==> config.mk <==
export PLATFORM = sky130hd
export DESIGN_NAME = flashPowerModeCtrl
export DESIGN_NICKNAME = d
export VERILOG_FILES = /design/src/rtl/flashPwrPkg.sv /design/src/rtl/flashPwrDatapath.sv /design/src/rtl/flashPwrCtrl.sv /design/src/rtl/flashPowerModeCtrl.sv
export SDC_FILE = /design/constraint.sdc
export NUM_CORES = 1
export LEC_CHECK = 0
export BUFFER_PORTS_ARGS = -buffer_cell sky130_fd_sc_hd__buf_4
export CELL_PAD_IN_SITES_DETAIL_PLACEMENT = 1
export CELL_PAD_IN_SITES_GLOBAL_PLACEMENT = 1
export CORE_AREA = 2 2 53 92
export CTS_CLUSTER_DIAMETER = 150
export DETAILED_ROUTE_END_ITERATION = 10
export DIE_AREA = 0 0 55 94
export PLACE_DENSITY = 0.82
export SLEW_MARGIN = 20
export SYNTH_ARGS = -nofsm -noshare
export SYNTH_HDL_FRONTEND = slang
export SYNTH_SLANG_ARGS = --single-unit
==> constraint.sdc <==
create_clock -name clk -period 5.5 [get_ports clk]
set_clock_uncertainty 0.15 [all_clocks]
set_input_delay 0.275 -clock clk [delete_from_list [all_inputs] [get_ports clk]]
set_output_delay 0.275 -clock clk [all_outputs]
set_load 0.1 [all_outputs]
==> src/rtl/flashPwrPkg.sv <==
`timescale 1ns/1ps
package flashPwrPkg;

  typedef enum logic [1:0] {
    MODE_ACTIVE  = 2'b00,
    MODE_APS     = 2'b01,
    MODE_STANDBY = 2'b10,
    MODE_DPD     = 2'b11
  } pwrMode_e;

  typedef enum logic [1:0] {
    CMD_READ_ARRAY,
    CMD_READ_STATUS,
    CMD_PROG_SETUP,
    CMD_ERASE_SETUP
  } cmdState_e;

  localparam logic [1:0] SEL_ARRAY   = 2'b00;
  localparam logic [1:0] SEL_STATUS  = 2'b01;
  localparam logic [1:0] SEL_INVALID = 2'b10;

  localparam logic [7:0] OP_PROG_SETUP  = 8'h40;
  localparam logic [7:0] OP_ERASE_SETUP = 8'h20;
  localparam logic [7:0] OP_ERASE_CONF  = 8'hD0;
  localparam logic [7:0] OP_READ_STATUS = 8'h70;
  localparam logic [7:0] OP_READ_ARRAY  = 8'hFF;

  // control -> datapath
  typedef struct packed {
    logic startProg;
    logic startErase;
    logic abortOp;
  } dpStrobe_t;

  // datapath -> control
  typedef struct packed {
    logic addrStable;
    logic accessDone;
    logic notReady;
    logic wrAccept;
    logic opLast;
  } dpFlags_t;

endpackage

==> src/rtl/flashPwrDatapath.sv <==
`timescale 1ns/1ps
module flashPwrDatapath
  import flashPwrPkg::*;
#(
  parameter int ADDR_W    = 16,
  parameter int ACC_CYC   = 4,
  parameter int REC_CYC   = 6,
  parameter int PROG_CYC  = 8,
  parameter int ERASE_CYC = 20
) (
  input  logic              clk,
  input  logic              rstN,
  input  logic              ceN,
  input  logic              oeN,
  input  logic              weN,
  input  logic              rpN,
  input  logic [ADDR_W-1:0] addr,
  input  dpStrobe_t         strobe,
  output dpFlags_t          flags
);

  localparam int ACC_W  = $clog2(ACC_CYC + 1);
  localparam int REC_W  = $clog2(REC_CYC + 1);
  localparam int OP_MAX = (PROG_CYC > ERASE_CYC) ? PROG_CYC : ERASE_CYC;
  localparam int OP_W   = $clog2(OP_MAX + 1);

  localparam logic [ACC_W-1:0] ACC_LAST = ACC_W'(ACC_CYC - 1);
  localparam logic [ACC_W-1:0] ACC_TOP  = ACC_W'(ACC_CYC);
  localparam logic [REC_W-1:0] REC_LOAD = REC_W'(REC_CYC);
  localparam logic [OP_W-1:0]  PROG_LD  = OP_W'(PROG_CYC);
  localparam logic [OP_W-1:0]  ERASE_LD = OP_W'(ERASE_CYC);

  logic [ADDR_W-1:0] prevAddr;
  logic [ACC_W-1:0]  accCnt;
  logic [REC_W-1:0]  recCnt;
  logic [OP_W-1:0]   opCnt;
  logic              wrPrev;

  logic addrStable;
  logic readCond;
  logic wrAct;
  logic notReady;

  assign addrStable = (addr == prevAddr);
  assign notReady   = (recCnt != '0);
  assign readCond   = rpN & ~ceN & ~oeN & weN & ~notReady;
  assign wrAct      = rpN & ~ceN & ~weN;

  // address history and read-access timer
  always_ff @(posedge clk or negedge rstN) begin
    if (!rstN) begin
      prevAddr <= '0;
      accCnt   <= '0;
    end else begin
      prevAddr <= addr;
      if (readCond && addrStable) begin
        if (accCnt != ACC_TOP) accCnt <= accCnt + 1'b1;
      end else begin
        accCnt <= '0;
      end
    end
  end

  // wake-up recovery timer: held loaded while powered down
  always_ff @(posedge clk or negedge rstN) begin
    if (!rstN) begin
      recCnt <= REC_LOAD;
    end else if (!rpN) begin
      recCnt <= REC_LOAD;
    end else if (recCnt != '0) begin
      recCnt <= recCnt - 1'b1;
    end
  end

  // embedded operation timer
  always_ff @(posedge clk or negedge rstN) begin
    if (!rstN) begin
      opCnt <= '0;
    end else if (strobe.abortOp) begin
      opCnt <= '0;
    end else if (strobe.startProg) begin
      opCnt <= PROG_LD;
    end else if (strobe.startErase) begin
      opCnt <= ERASE_LD;
    end else if (opCnt != '0) begin
      opCnt <= opCnt - 1'b1;
    end
  end

  // write-cycle edge detect
  always_ff @(posedge clk or negedge rstN) begin
    if (!rstN) wrPrev <= 1'b0;
    else       wrPrev <= wrAct;
  end

  always_comb begin
    flags.addrStable = addrStable;
    flags.accessDone = readCond & addrStable & (accCnt >= ACC_LAST);
    flags.notReady   = notReady;
    flags.wrAccept   = wrAct & ~wrPrev & ~notReady;
    flags.opLast     = (opCnt == OP_W'(1));
  end

endmodule

==> src/rtl/flashPwrCtrl.sv <==
`timescale 1ns/1ps
module flashPwrCtrl
  import flashPwrPkg::*;
(
  input  logic       clk,
  input  logic       rstN,
  input  logic       ceN,
  input  logic       weN,
  input  logic       rpN,
  input  logic [7:0] cmdData,
  input  dpFlags_t   flags,
  output dpStrobe_t  strobe,
  output pwrMode_e   mode,
  output cmdState_e  cmdState,
  output logic       busy,
  output logic       arrayBad,
  output logic       progDone,
  output logic       eraseDone,
  output logic       wrStrobe
);

  cmdState_e cmdNext;
  pwrMode_e  modeNext;
  logic      inSetup;

  assign inSetup = (cmdState == CMD_PROG_SETUP) || (cmdState == CMD_ERASE_SETUP);

  // command interpreter
  always_comb begin
    cmdNext           = cmdState;
    strobe.startProg  = 1'b0;
    strobe.startErase = 1'b0;
    strobe.abortOp    = ~rpN;
    if (!rpN) begin
      cmdNext = CMD_READ_ARRAY;
    end else if (flags.wrAccept && !busy) begin
      unique case (cmdState)
        CMD_PROG_SETUP: begin
          strobe.startProg = 1'b1;
          cmdNext          = CMD_READ_STATUS;
        end
        CMD_ERASE_SETUP: begin
          if (cmdData == OP_ERASE_CONF) begin
            strobe.startErase = 1'b1;
            cmdNext           = CMD_READ_STATUS;
          end else begin
            cmdNext = CMD_READ_ARRAY;
          end
        end
        default: begin
          if (cmdData == OP_PROG_SETUP)       cmdNext = CMD_PROG_SETUP;
          else if (cmdData == OP_ERASE_SETUP) cmdNext = CMD_ERASE_SETUP;
          else if (cmdData == OP_READ_STATUS) cmdNext = CMD_READ_STATUS;
          else                                cmdNext = CMD_READ_ARRAY;
        end
      endcase
    end
  end

  // power-mode decision
  always_comb begin
    if (!rpN) begin
      modeNext = MODE_DPD;
    end else if (busy) begin
      modeNext = MODE_ACTIVE;
    end else if (ceN) begin
      modeNext = inSetup ? MODE_ACTIVE : MODE_STANDBY;
    end else if (mode == MODE_APS) begin
      if (!flags.addrStable || !weN || flags.notReady) modeNext = MODE_ACTIVE;
      else                                             modeNext = MODE_APS;
    end else begin
      modeNext = flags.accessDone ? MODE_APS : MODE_ACTIVE;
    end
  end

  always_ff @(posedge clk or negedge rstN) begin
    if (!rstN) begin
      mode      <= MODE_DPD;
      cmdState  <= CMD_READ_ARRAY;
      busy      <= 1'b0;
      arrayBad  <= 1'b0;
      progDone  <= 1'b0;
      eraseDone <= 1'b0;
      wrStrobe  <= 1'b0;
    end else begin
      mode     <= modeNext;
      cmdState <= cmdNext;
      wrStrobe <= flags.wrAccept;
      if (!rpN) begin
        if (busy) arrayBad <= 1'b1;
        busy      <= 1'b0;
        progDone  <= 1'b0;
        eraseDone <= 1'b0;
      end else if (strobe.startProg || strobe.startErase) begin
        busy     <= 1'b1;
        arrayBad <= 1'b0;
      end else if (busy && flags.opLast) begin
        busy <= 1'b0;
        if (cmdState == CMD_READ_STATUS || cmdState == CMD_READ_ARRAY) begin
          progDone  <= progDone  | ~eraseRun;
          eraseDone <= eraseDone |  eraseRun;
        end
      end
    end
  end

  // which kind of operation is running
  logic eraseRun;
  always_ff @(posedge clk or negedge rstN) begin
    if (!rstN)                  eraseRun <= 1'b0;
    else if (strobe.startErase) eraseRun <= 1'b1;
    else if (strobe.startProg)  eraseRun <= 1'b0;
  end

endmodule

==> src/rtl/flashPowerModeCtrl.sv <==
`timescale 1ns/1ps
module flashPowerModeCtrl
  import flashPwrPkg::*;
#(
  parameter int ADDR_W    = 16,
  parameter int ACC_CYC   = 4,
  parameter int REC_CYC   = 6,
  parameter int PROG_CYC  = 8,
  parameter int ERASE_CYC = 20
) (
  input  logic              clk,
  input  logic              rstN,
  input  logic              ceN,
  input  logic              oeN,
  input  logic              weN,
  input  logic              rpN,
  input  logic [ADDR_W-1:0] addr,
  input  logic [7:0]        cmdData,
  output logic [1:0]        mode,
  output logic              dqDriveEn,
  output logic              wrStrobe,
  output logic              notReady,
  output logic              busy,
  output logic              arrayBad,
  output logic [1:0]        readSel,
  output logic [7:0]        statusOut
);

  dpStrobe_t strobe;
  dpFlags_t  flags;
  pwrMode_e  modeQ;
  cmdState_e cmdState;
  logic      progDone;
  logic      eraseDone;

  flashPwrDatapath #(
    .ADDR_W   (ADDR_W),
    .ACC_CYC  (ACC_CYC),
    .REC_CYC  (REC_CYC),
    .PROG_CYC (PROG_CYC),
    .ERASE_CYC(ERASE_CYC)
  ) u_dp (
    .clk   (clk),
    .rstN  (rstN),
    .ceN   (ceN),
    .oeN   (oeN),
    .weN   (weN),
    .rpN   (rpN),
    .addr  (addr),
    .strobe(strobe),
    .flags (flags)
  );

  flashPwrCtrl u_ctrl (
    .clk      (clk),
    .rstN     (rstN),
    .ceN      (ceN),
    .weN      (weN),
    .rpN      (rpN),
    .cmdData  (cmdData),
    .flags    (flags),
    .strobe   (strobe),
    .mode     (modeQ),
    .cmdState (cmdState),
    .busy     (busy),
    .arrayBad (arrayBad),
    .progDone (progDone),
    .eraseDone(eraseDone),
    .wrStrobe (wrStrobe)
  );

  assign mode      = modeQ;
  assign notReady  = flags.notReady;
  assign dqDriveEn = rpN & ~ceN & ~oeN & weN;
  assign statusOut = {~busy, 1'b0, eraseDone, progDone, 4'b0000};

  always_comb begin
    if (flags.notReady)                  readSel = SEL_INVALID;
    else if (cmdState == CMD_READ_ARRAY) readSel = SEL_ARRAY;
    else                                 readSel = SEL_STATUS;
  end

endmodule

# After elaboration in Yosys (flattened, before gate mapping)
# Cells that the tools add are included.
# W data, S select, Z words.
# totals
ff_bits,38
inputBits,30
out_inout_bits,17
word_cells,118
# op_classes
addsub,3
order_cmp,1
n_eq_ne,20
n_mux,45
bitwise_logic,18
n_reduce_logical,18
# op_table
operator,n
$mux W1,24
$mux W2,12
$mux W5,4
$eq A16 B16 Y1,1
$eq A8 B7 Y1 const B,2
$mux W3,4
$ne A2 B1 Y1 const B,5
$and A1 B1 Y1,9
$eq A8 B6 Y1 const B,1
$eq A8 B8 Y1 const B,1
$not A1 Y1,7
$eq A5 B1 Y1 const B,1
$logic_or A1 B1 Y1,5
$reduce_bool A5 Y1,1
$sub A5 B1 Y5 const B,1
$eq A2 B1 Y1 const B,2
$eq A2 B2 Y1 const B,2
$ne A2 B2 Y1 const B,2
$ne A4 B1 Y1 const B,1
$pmux W2 S2,1
$reduce_bool A2 Y1,2
$add A3 B1 Y3 const B,1
$ge A3 B2 Y1 const B,1
$logic_and A1 B1 Y1,3
other kinds (9),12

# Logic depth before layout (Yosys ltp)
# Gate-level depths: netlist (run 1).
# logic_depth
word_depth,12
ltp_mapped,7
depth_no_buf,6

# Cells and area by module
# Synthesis (run 1) repeated with hierarchy kept, for this count alone.
# hier_totals
cells_unflattened,170
area_unflattened_um2,1865.5
# by_module_without_submodules
module,instances,cells_per_inst,area_each_um2,seq_area_each_um2
flashPwrDatapath,1,108,1293.7,703.2
flashPwrCtrl,1,50,481.7,252.7
flashPowerModeCtrl,1,12,90.1,0.0

# Least setup slack after synthesis (run 1)
# OpenSTA, ideal clock, no wires.
# synth_path
path_type,input to register
start,input oeN
end,register u_dp.accCnt[2]
setup_time_ns,0.106
t_arrival_ns,4.090
required_ns,5.244
path_slack_ns,1.155
cell_stages,3
path_buffers,0
cell_sequence,nor4bb_1 nand3_1 a211oi_1
# synth_between
elab_chain_len,6
elab_cells_between_ends,7
classes_between,1 x eq/ne; 1 x mux; 4 x bitwise; 1 x reduce/logical
# synth_lines
element,line,rtl
from (decl),flashPowerModeCtrl.sv:14,"input logic oeN,"
$not A1 Y1 *,flashPwrDatapath.sv:46,assign readCond = rpN & ~ceN & ~oeN & weN & ~notReady;
$and A1 B1 Y1 * (3 in a row),flashPwrDatapath.sv:46,
$logic_and A1 B1 Y1 *,flashPwrDatapath.sv:56,if (readCond && addrStable) begin
$ne A2 B2 Y1 (no line) / $mux W3 (equally long branches),-,
to (signal assigned),flashPwrDatapath.sv:57,if (accCnt != ACC_TOP) accCnt <= accCnt + 1'b1;
to (decl),flashPwrDatapath.sv:34,logic [ACC_W-1:0] accCnt;
# Mark *: on every way between the ends. The rest lies on a longest branch, timed or not.
# A chain may end at the register's enable or synchronous reset.

# Worst setup path in the final report (run 1)
# layout_path
start,register u_dp.recCnt[1]
end,output readSel[1]
# layout_between
elab_chain_len,2
# layout_lines
element,line,rtl
from (decl),flashPwrDatapath.sv:35,logic [REC_W-1:0] recCnt;
from (signal assigned),flashPwrDatapath.sv:71,recCnt <= recCnt - 1'b1;
$reduce_bool A3 Y1,flashPwrDatapath.sv:45,assign notReady = (recCnt != '0);
$mux W2,flashPowerModeCtrl.sv:78,if (flags.notReady) readSel = SEL_INVALID;
to (decl),flashPowerModeCtrl.sv:25,"output logic [1:0] readSel,"
# No other way between the ends.

==> results of run 1 <==
## cell type report
class                      count  area (µm²)  share of cell area
sequential                    38         956               0.400
multi-input combinational    111         768               0.322
timing repair buffer          58         478               0.200
clock buffer                   7        76.3              0.0320
tap                           51        63.8              0.0267
inverter                      12        45.0              0.0189
## power groups by stage
stage                     Combinational, µW  Clock, µW  Sequential (µW)
final                                   185        181              320
after global routing                    207        199              323
after CTS                               190        186              320
after detailed placement                179          0              326
after global placement                  171          0              325
after floorplan                         118          0              332
## routing by layer
metal | up-vias | part of all wire | GRT usage
met1 | 722 | 0.36 | 0.213
met3 | 11 | 0.039 | 0.0382
met4 | 0 | 0.025 | 0.0894
met5 | - | 0 | 0
met2 | 39 | 0.57 | 0.356
li1 | 671 | - | -
## sequential cells by signal, summed over array words and instances (netlist names)
signal,cells
u_ctrl.eraseRun,1
u_dp.wrPrev,1
u_ctrl.cmdState,2
u_ctrl.arrayBad,1
u_dp.recCnt,3
u_ctrl.progDone,1
u_ctrl.eraseDone,1
u_dp.opCnt,5
u_ctrl.busy,1
u_dp.accCnt,3
u_ctrl.mode,2
u_ctrl.wrStrobe,1
u_dp.prevAddr,16
## cells in the mapped netlist (all sizes together) (3+ instances only)
cell | n | area [µm²]
nand3 | 5 | 25.0
buf | 8 | 60.1
a21oi | 4 | 20.0
nor2 | 11 | 41.3
dfstp | 4 | 105
nor3 | 7 | 35.0
xor2 | 17 | 149
ha | 7 | 87.6
nor3b | 3 | 27.5
nand2 | 13 | 48.8
dfrtp | 34 | 851
inv | 12 | 45.0
nor4 | 4 | 25.0
xnor2 | 5 | 43.8
clkbuf | 3 | 11.3
mux2i | 3 | 30.0
o21ai | 5 | 25.0
## cell usage in the layout, fill, tap and decap left out, types with 2 or more instances in the layout
cell type,n
a21oi_1,4
a32o_1,2
buf_4,41
clkbuf_1,2
clkbuf_8,5
conb_1,5
dfrtp_1,34
dfstp_2,4
dlygate4sd3_1,17
ha_1,7
inv_1,12
mux2i_1,3
nand2_1,13
nand2b_1,2
nand3_1,5
nand4_1,2
nand4b_1,2
nor2_1,11
nor3_1,7
nor3b_1,2
nor4_1,4
o21a_1,2
o21ai_0,4
xnor2_1,5
xor2_1,17
## metrics by stage
stage          instance area, µm²  power (µW)  hold WS (ps)
5_1_grt                      2390         729          29.8
3_3_place_gp                 2140         496           115
2_1_floorplan                1840         451          -171
6_report                     2390         686          31.9
4_1_cts                      2390         696          26.8
3_5_place_dp                 2140         504           119
## repair_timing
| item | 4_1_cts | 5_1_grt |
|---|---|---|
| gates resized for setup | 0 | 0 |
| hold endpoints to repair | 50 | 0 |
| setup buffers | 0 | 0 |
| hold buffers | 17 | 0 |
## cells by family after synthesis
group	after synthesis	share of synthesized area
XOR/XNOR	22	0.106
AO/OA/AOI/OAI	18	0.0692
adder cells (fa/ha/maj)	7	0.0480
buffers and inverters	23	0.0637
other	1	0.00205
flip-flops	38	0.524
AND/OR/NAND/NOR	56	0.171
multiplexers	3	0.0165
## worst paths after layout
kind | depth (start not counted) | endpoint | slack, ps | start
max reg2reg | 6 | u_ctrl.arrayBad | 3380 | u_dp.recCnt[0]
max | 4 | readSel[1] | 3370 | u_dp.recCnt[1]
min reg2reg | 1 | u_ctrl.wrStrobe | 310 | u_dp.wrPrev
min | 2 | u_dp.wrPrev | 30 | weN
min in group asynchronous | 2 | u_dp.prevAddr[11] | 320 | rstN
max in group asynchronous | 2 | u_ctrl.mode[1] | 4510 | rstN
==> impl_metrics.tcl, run 1 <==
set metrics [dict create \
    status "finished, final reports clean" \
    pre_cts_slack_ps 3370 \
    num-nets-final 263 \
    fmax_mhz 470 \
    ioPinCount 47 \
    combPwrFrac 0.269 \
    synth_seq_area_share 0.524 \
    cts.htree.levels 2 \
    p_int_uw 466 \
    fin_tns_setup_ps 0 \
    n_antenna_cell 0 \
    slowest_stage "dfstp_2" \
    cts_root_buf "clkbuf_8" \
    drive_above_1_share 0.239 \
    die_area_um2 5170 \
    maxSlewHeadroom 0.656 \
    ys_warn_count 0 \
    post_drt_wl_per_cell_um 16.2 \
    critical_path_class "reg -> out" \
    cts_buffers 5 \
    vdd_drop_max_v 0.000186 \
    cp.buffers_inverters 2 \
    cap_violations 0 \
    area.growth.synth_to_final_pct 30.8 \
    grt_setup_unrepaired "no" \
    drt-initial-drc-count 14 \
    setup.worst_path.start_class "flip-flop" \
    power.density_nw_per_um2 288 \
    sw_frac_of_total 0.320 \
    min_path_type "in -> reg" \
    tightest_slew_ps 509 \
    placed_cells 253 \
    cts_tree "yes" \
    min_period_ps 2130 \
    grt_usage 0.199 \
    final.fill_count 503 \
    synth-edff-count 0 \
    power.leakage_uw 0.00112 \
    syn-cell-area_um2 1830 \
    dieWidth_um 55 \
    fin_cells 277 \
    synth_cell_types 37 \
    via_per_inst 5.21 \
    critPathMaxStageDelay_ps 530 \
    setup_ws_ps 3370 \
    drtPass1Iterations 3 \
    grt-ovfl-total 0 \
    routed_wl_um 4500 \
    period_share 0.387 \
    synthArstFlopShare 1.00 \
    ys_ff_latch 38 \
    path_cells "inv_1 > ha_1 > nand2b_1 > buf_4" \
    crit_family "flip-flops" \
    clock-sinks 38 \
    rows 32 \
    finalMaxSlewViolations 0 \
    worst-endpoint-required_ps 5080 \
    grt_pass1_wl_um 7220 \
    antenna_found_initial 0 \
    globalplace.congestion 0.728 \
    cts.path.max_buffers 2 \
    portBuffers 41 \
    fin_util 0.542 \
    antenna_left 0 \
    vias 1443 \
    critPathArrivalTime_ps 1700 \
    synth-main-ff-cell "dfrtp_1" \
    die_height_um 94 \
    start_util 0.414 \
    p_clk_frac 0.264 \
    grt_pass1_vias 1567 \
    drcViolationCount 0 \
    clk_latency_ps 290 \
    hpwl_um 3180 \
    setup_viol 0 \
    synth_cells 168 \
    synth.avg_cell_area_um2 10.9 \
    endpoint_kind "output pin" \
    critPathMaxFanout 8 \
    hold_viol 0 \
    core_area_um2 4400 \
    pwr-share-seq 0.467 \
    switchingPower_uw 220 \
    clkTransAtPathRegs_ps 70 \
    grt_max_degree 39 \
]
No activity file was read; power rests on OpenSTA's default activity.
==> run 2, diff against run 1 <==
- CORE_AREA: 2 2 53 92 -> 2 2 55 95
- DIE_AREA: 0 0 55 94 -> 0 0 57 97
- PLACE_DENSITY: 0.82 -> 0.77
- clock period: 5.5 -> 2.23 ns (I/O delays scaled with it)
==> run 2 against run 1 <==
Routed wire length is 2.9% higher. Cell count is 3.6% higher. Core utilization is 0.18 points higher. Critical path type unchanged. Highest routed layer unchanged.
==> impl_metrics.tcl, run 2 (same netlist as run 1, synthesis figures left out) <==
set metrics [dict create \
    status "finished, final reports clean" \
    portBuffers 41 \
    placed_cells 255 \
    final_area_um2 2560 \
    num-nets-final 271 \
    clock-sinks 38 \
    grt_setup_unrepaired "no" \
    mostFrequentLayoutCell "buf_4" \
    die_area_um2 5530 \
    slowest_stage "dfstp_2" \
    path_cells "inv_1 > ha_1 > nand2b_1 > buf_4" \
    rows 33 \
    dpl_cell_area_um2 2180 \
    fmax_mhz 488 \
    core_area_um2 4710 \
    critPathMaxFanout 8 \
    fin_cells 287 \
    power.density_nw_per_um2 781 \
    grt-ovfl-total 0 \
    endpoint_kind "output pin" \
    crit_family "flip-flops" \
    largest_reg_flops 16 \
    maxSlewHeadroom 0.618 \
    ff_latch_area_um2 957 \
    grt_usage 0.190 \
    final.fill_count 522 \
    area.growth.synth_to_final_pct 40.2 \
    drive_above_1_share 0.264 \
    rr_worst_depth 6 \
    cp.buffers_inverters 2 \
    globalplace.congestion 0.746 \
    largestRegisters "u_dp.prevAddr: 16 flops, u_dp.opCnt: 5 flops" \
    regMostFlops "u_dp.prevAddr" \
    hold_viol 0 \
    routed_wl_um 4630 \
    period_share 0.919 \
    setup_viol 0 \
    via_per_inst 5.08 \
    vias 1459 \
    min_path_type "in -> reg" \
    clk_latency_ps 300 \
    drt-initial-drc-count 34 \
    cts_buffers 5 \
    cts.htree.levels 2 \
    finalMaxSlewViolations 0 \
    power_uw 2000 \
    post_drt_wl_per_cell_um 16.1 \
    drcViolationCount 0 \
    grt_pass1_vias 1640 \
    dieWidth_um 57 \
    clkTransAtPathRegs_ps 80 \
    ioPinCount 47 \
    cts_root_buf "clkbuf_8" \
    start_util 0.388 \
    crit_cells 4 \
    layout_common_cells "buf_4, dfrtp_1, dlygate4sd3_1" \
    cts_tree "yes" \
    min_period_ps 2050 \
    antenna_found_initial 0 \
    hpwl_um 3000 \
    multi_input_area_um2 791 \
    antenna_left 0 \
    n_antenna_cell 0 \
    worst-endpoint-required_ps 1970 \
    vdd_drop_max_v 0.000433 \
    drtPass1Iterations 4 \
    fin_tns_setup_ps 0 \
    whs_path_depth 4 \
    cap_violations 0 \
    critPathArrivalTime_ps 1790 \
    setup.worst_path.start_class "flip-flop" \
    die_height_um 97 \
    tightest_slew_ps 571 \
    cts.path.max_buffers 2 \
    fin_hold_ws_ps 39.6 \
    critical_path_class "reg -> out" \
    power.leakage_uw 0.00119 \
    grt_max_degree 39 \
    critPathMaxStageDelay_ps 530 \
    grt_pass1_wl_um 8080 \
]
-- run 2: worst paths after layout --
kind | to | start | slack, ps
worst max-delay path | readSel[1] | u_dp.recCnt[1] | 180
worst min-delay path | u_dp.accCnt[0] | oeN | 40
worst max register to register | u_ctrl.arrayBad | u_dp.recCnt[0] | 230
worst min register to register | u_ctrl.wrStrobe | u_dp.wrPrev | 300
max in group asynchronous | u_ctrl.busy | rstN | 1410
min in group asynchronous | u_dp.prevAddr[1] | rstN | 150
-- run 2: worst reg2reg max path: stages (launching register included) --
cell and delay, ps:
dfrtp_1 400, inv_1 90, ha_1 190, nor4b_1 420, and2_1 220, nand4_1 130
a32o_1 300
-- run 2: stage by stage --
stage               setup slack, ps   util
floorplan                       199      -
global route                   95.1  0.544
CTS                             172  0.544
global placement                325  0.463
finish                          180  0.544
detailed placement              260  0.463
-- run 2: routing by layer --
metal  up-vias  global-route usage  wire length [µm]
met4         0              0.0894               114
met2        39               0.326              2510
met5         -                   0                 0
li1        696                   -                 -
met3         9              0.0414               176
met1       715               0.216              1830
-- run 2: area by class of cell --
type                       instances  share of cell area
sequential                        38               0.374
inverter                          12              0.0191
timing repair buffer              66               0.217
clock inverter                     2              0.0235
clock buffer                       6              0.0323
multi-input combinational        111               0.309
tap                               52              0.0254
-- run 2: what timing repair did --
item,CTS,global route
buffers inserted,0,0
resized for setup,0,0
endpoints found under the hold margin,63,0
hold buffers,24,0
-- run 2: power breakdown --
group          internal, µW  total (µW)  switching (µW)
Sequential              749         792            43.3
Clock                   477         735             257
Combinational           194         473             278
Total                  1420        2000             579
==> run 3, diff against run 2 <==
--- a/constraint.sdc
+++ b/constraint.sdc
@@ -3,3 +3,3 @@
 set_input_delay 0.1115 -clock clk [delete_from_list [all_inputs] [get_ports clk]]
 set_output_delay 0.1115 -clock clk [all_outputs]
-set_load 0.1 [all_outputs]
+set_load 0.005 [all_outputs]
==> run 3 against run 2 <==
Count of clock-buffer cells in the layout down 1. Worst setup slack better by 56 ps. Register-to-register slack about the same. Cell count unchanged. Worst hold slack better by 10 ps. Largest power group unchanged. Largest cell class unchanged. Sequential power about the same. Routed wire length down 8.7%. Core utilization down 1.2 points. Critical endpoint is now u_dp.opCnt[3]. Via count down 1.7%. Fmax up 2.8%.
==> impl_metrics.tcl, run 3 (same netlist as run 1, synthesis figures left out) <==
set metrics [dict create \
    post_drt_wl_per_cell_um 14.7 \
    r2r_slack_ps 240 \
    endpoint_kind "flip-flop" \
    power.leakage_uw 0.00117 \
    fin_tns_setup_ps 0 \
    status "finished, final reports clean" \
    crit_family "simple AND/OR/NAND/NOR gates" \
    grt_max_degree 39 \
    fin_hold_ws_ps 49.6 \
    hpwl_um 2970 \
    regMostFlops "u_dp.prevAddr" \
    n_antenna_cell 0 \
    fmax_mhz 501 \
    clock-sinks 38 \
    clkTransAtPathRegs_ps 70 \
    setup_viol 0 \
    power_uw 1730 \
    cts_root_buf "clkbuf_8" \
    cts_tree "yes" \
    drt-initial-drc-count 16 \
    fin_util 0.532 \
    grt_usage 0.175 \
    grt_setup_unrepaired "no" \
    finalMaxSlewViolations 0 \
    path_cells "inv_1 > ha_1 > nor4b_2 > and2_1 > and4_1 > o41ai_1" \
    antenna_left 0 \
    start_util 0.388 \
    largest_reg_flops 16 \
    largestRegisters "u_dp.prevAddr: 16 flops, u_dp.opCnt: 5 flops" \
    drtPass1Iterations 2 \
    clk_latency_ps 290 \
    rr_worst_depth 6 \
    pre_cts_slack_ps 229 \
    num-nets-final 271 \
    reg2reg_to "u_dp.opCnt[3]" \
    maxSlewHeadroom 0.615 \
    routed_wl_um 4230 \
    drive_above_1_share 0.251 \
    vias 1434 \
    core_area_um2 4710 \
    cts.htree.levels 2 \
    power.density_nw_per_um2 691 \
    grt_pass1_wl_um 7440 \
    critPathMaxFanout 3 \
    hold_viol 0 \
    area.growth.synth_to_final_pct 37.2 \
    vdd_drop_max_v 0.000546 \
    die_height_um 97 \
    rows 33 \
    layout_common_cells "buf_4, dfrtp_1, dlygate4sd3_1" \
    globalplace.congestion 0.773 \
    r2r-start "u_dp.recCnt[1]" \
    whs_endpoint "u_dp.accCnt[0]" \
    critPathArrivalTime_ps 2020 \
    hold_path.startpoint "oeN" \
    setup_ws_ps 235 \
    drcViolationCount 0 \
    worst-endpoint-required_ps 2250 \
    period_share 0.894 \
    critPathMaxStageDelay_ps 530 \
    dieWidth_um 57 \
    portBuffers 41 \
    via_per_inst 5.00 \
    mostFrequentLayoutCell "buf_4" \
    cp.buffers_inverters 1 \
    cts_buffers 5 \
    whs_path_depth 4 \
    grt_pass1_vias 1597 \
    tightest_slew_ps 576 \
    ioPinCount 47 \
    antenna_found_initial 0 \
    min_path_type "in -> reg" \
    cts.path.max_buffers 2 \
    cap_violations 0 \
    slowest_stage "dfstp_2" \
    grt-ovfl-total 0 \
    setup.worst_path.start_class "flip-flop" \
    critical_path_class "reg -> reg" \
    die_area_um2 5530 \
    min_period_ps 1990 \
]
[run 3: where the power goes]
| group | internal (µW) | switching [µW] | total, µW | leakage (µW) |
|---|---|---|---|---|
| Combinational | 193 | 183 | 376 | 0.000643 |
| Clock | 329 | 237 | 566 | 0.0000579 |
| Sequential | 749 | 41.3 | 790 | 0.000468 |
| Total | 1270 | 461 | 1730 | 0.00117 |
[run 3: worst max-delay path by stage]
| stage | startpoint | end | slack, ps | depth (start not counted) |
|---|---|---|---|---|
| 2_1_floorplan | u_dp.recCnt[0] | u_ctrl.arrayBad | 370 | 6 |
| 3_3_place_gp | u_dp.recCnt[1] | u_dp.opCnt[3] | 330 | 6 |
| 3_5_place_dp | u_dp.recCnt[1] | u_dp.opCnt[3] | 230 | 6 |
| 4_1_cts | u_dp.recCnt[1] | u_dp.opCnt[3] | 200 | 6 |
| 5_1_grt | u_dp.recCnt[1] | u_dp.opCnt[3] | 80 | 6 |
| 6_report | u_dp.recCnt[1] | u_dp.opCnt[3] | 240 | 6 |
[run 3: timing repair]
item                                    in CTS  in global routing
setup buffers                                0                  0
endpoints found under the setup margin       0                  5
hold buffers                                24                  0
resized for setup                            0                  1
hold endpoints to repair                    64                  0
[run 3: area by class of cell]
| type | instances | area [µm²] |
|---|---|---|
| multi-input combinational | 111 | 774 |
| clock buffer | 5 | 68.8 |
| sequential | 38 | 956 |
| clock inverter | 3 | 40.0 |
| timing repair buffer | 66 | 556 |
| fill | 518 | 2200 |
| inverter | 12 | 45.0 |
| tap | 52 | 65.1 |
[run 3: tightest hold or removal path: stages]
cell and delay (ps):
buf_4 80, nor4bb_1 60, nand3_1 130, nor3_1 70
[run 3: stage by stage]
stage / instances / cell area (µm²)
detailed placement: 255 / 2150
floorplan: 172 / 1840
CTS: 287 / 2500
global placement: 255 / 2150
global route: 287 / 2500
finish: 287 / 2500
[run 3: layer usage]
metal | part of all wire | GRT usage
met1 | 0.40 | 0.201
met2 | 0.54 | 0.304
met3 | 0.040 | 0.0348
met4 | 0.021 | 0.0805
met5 | 0 | 0
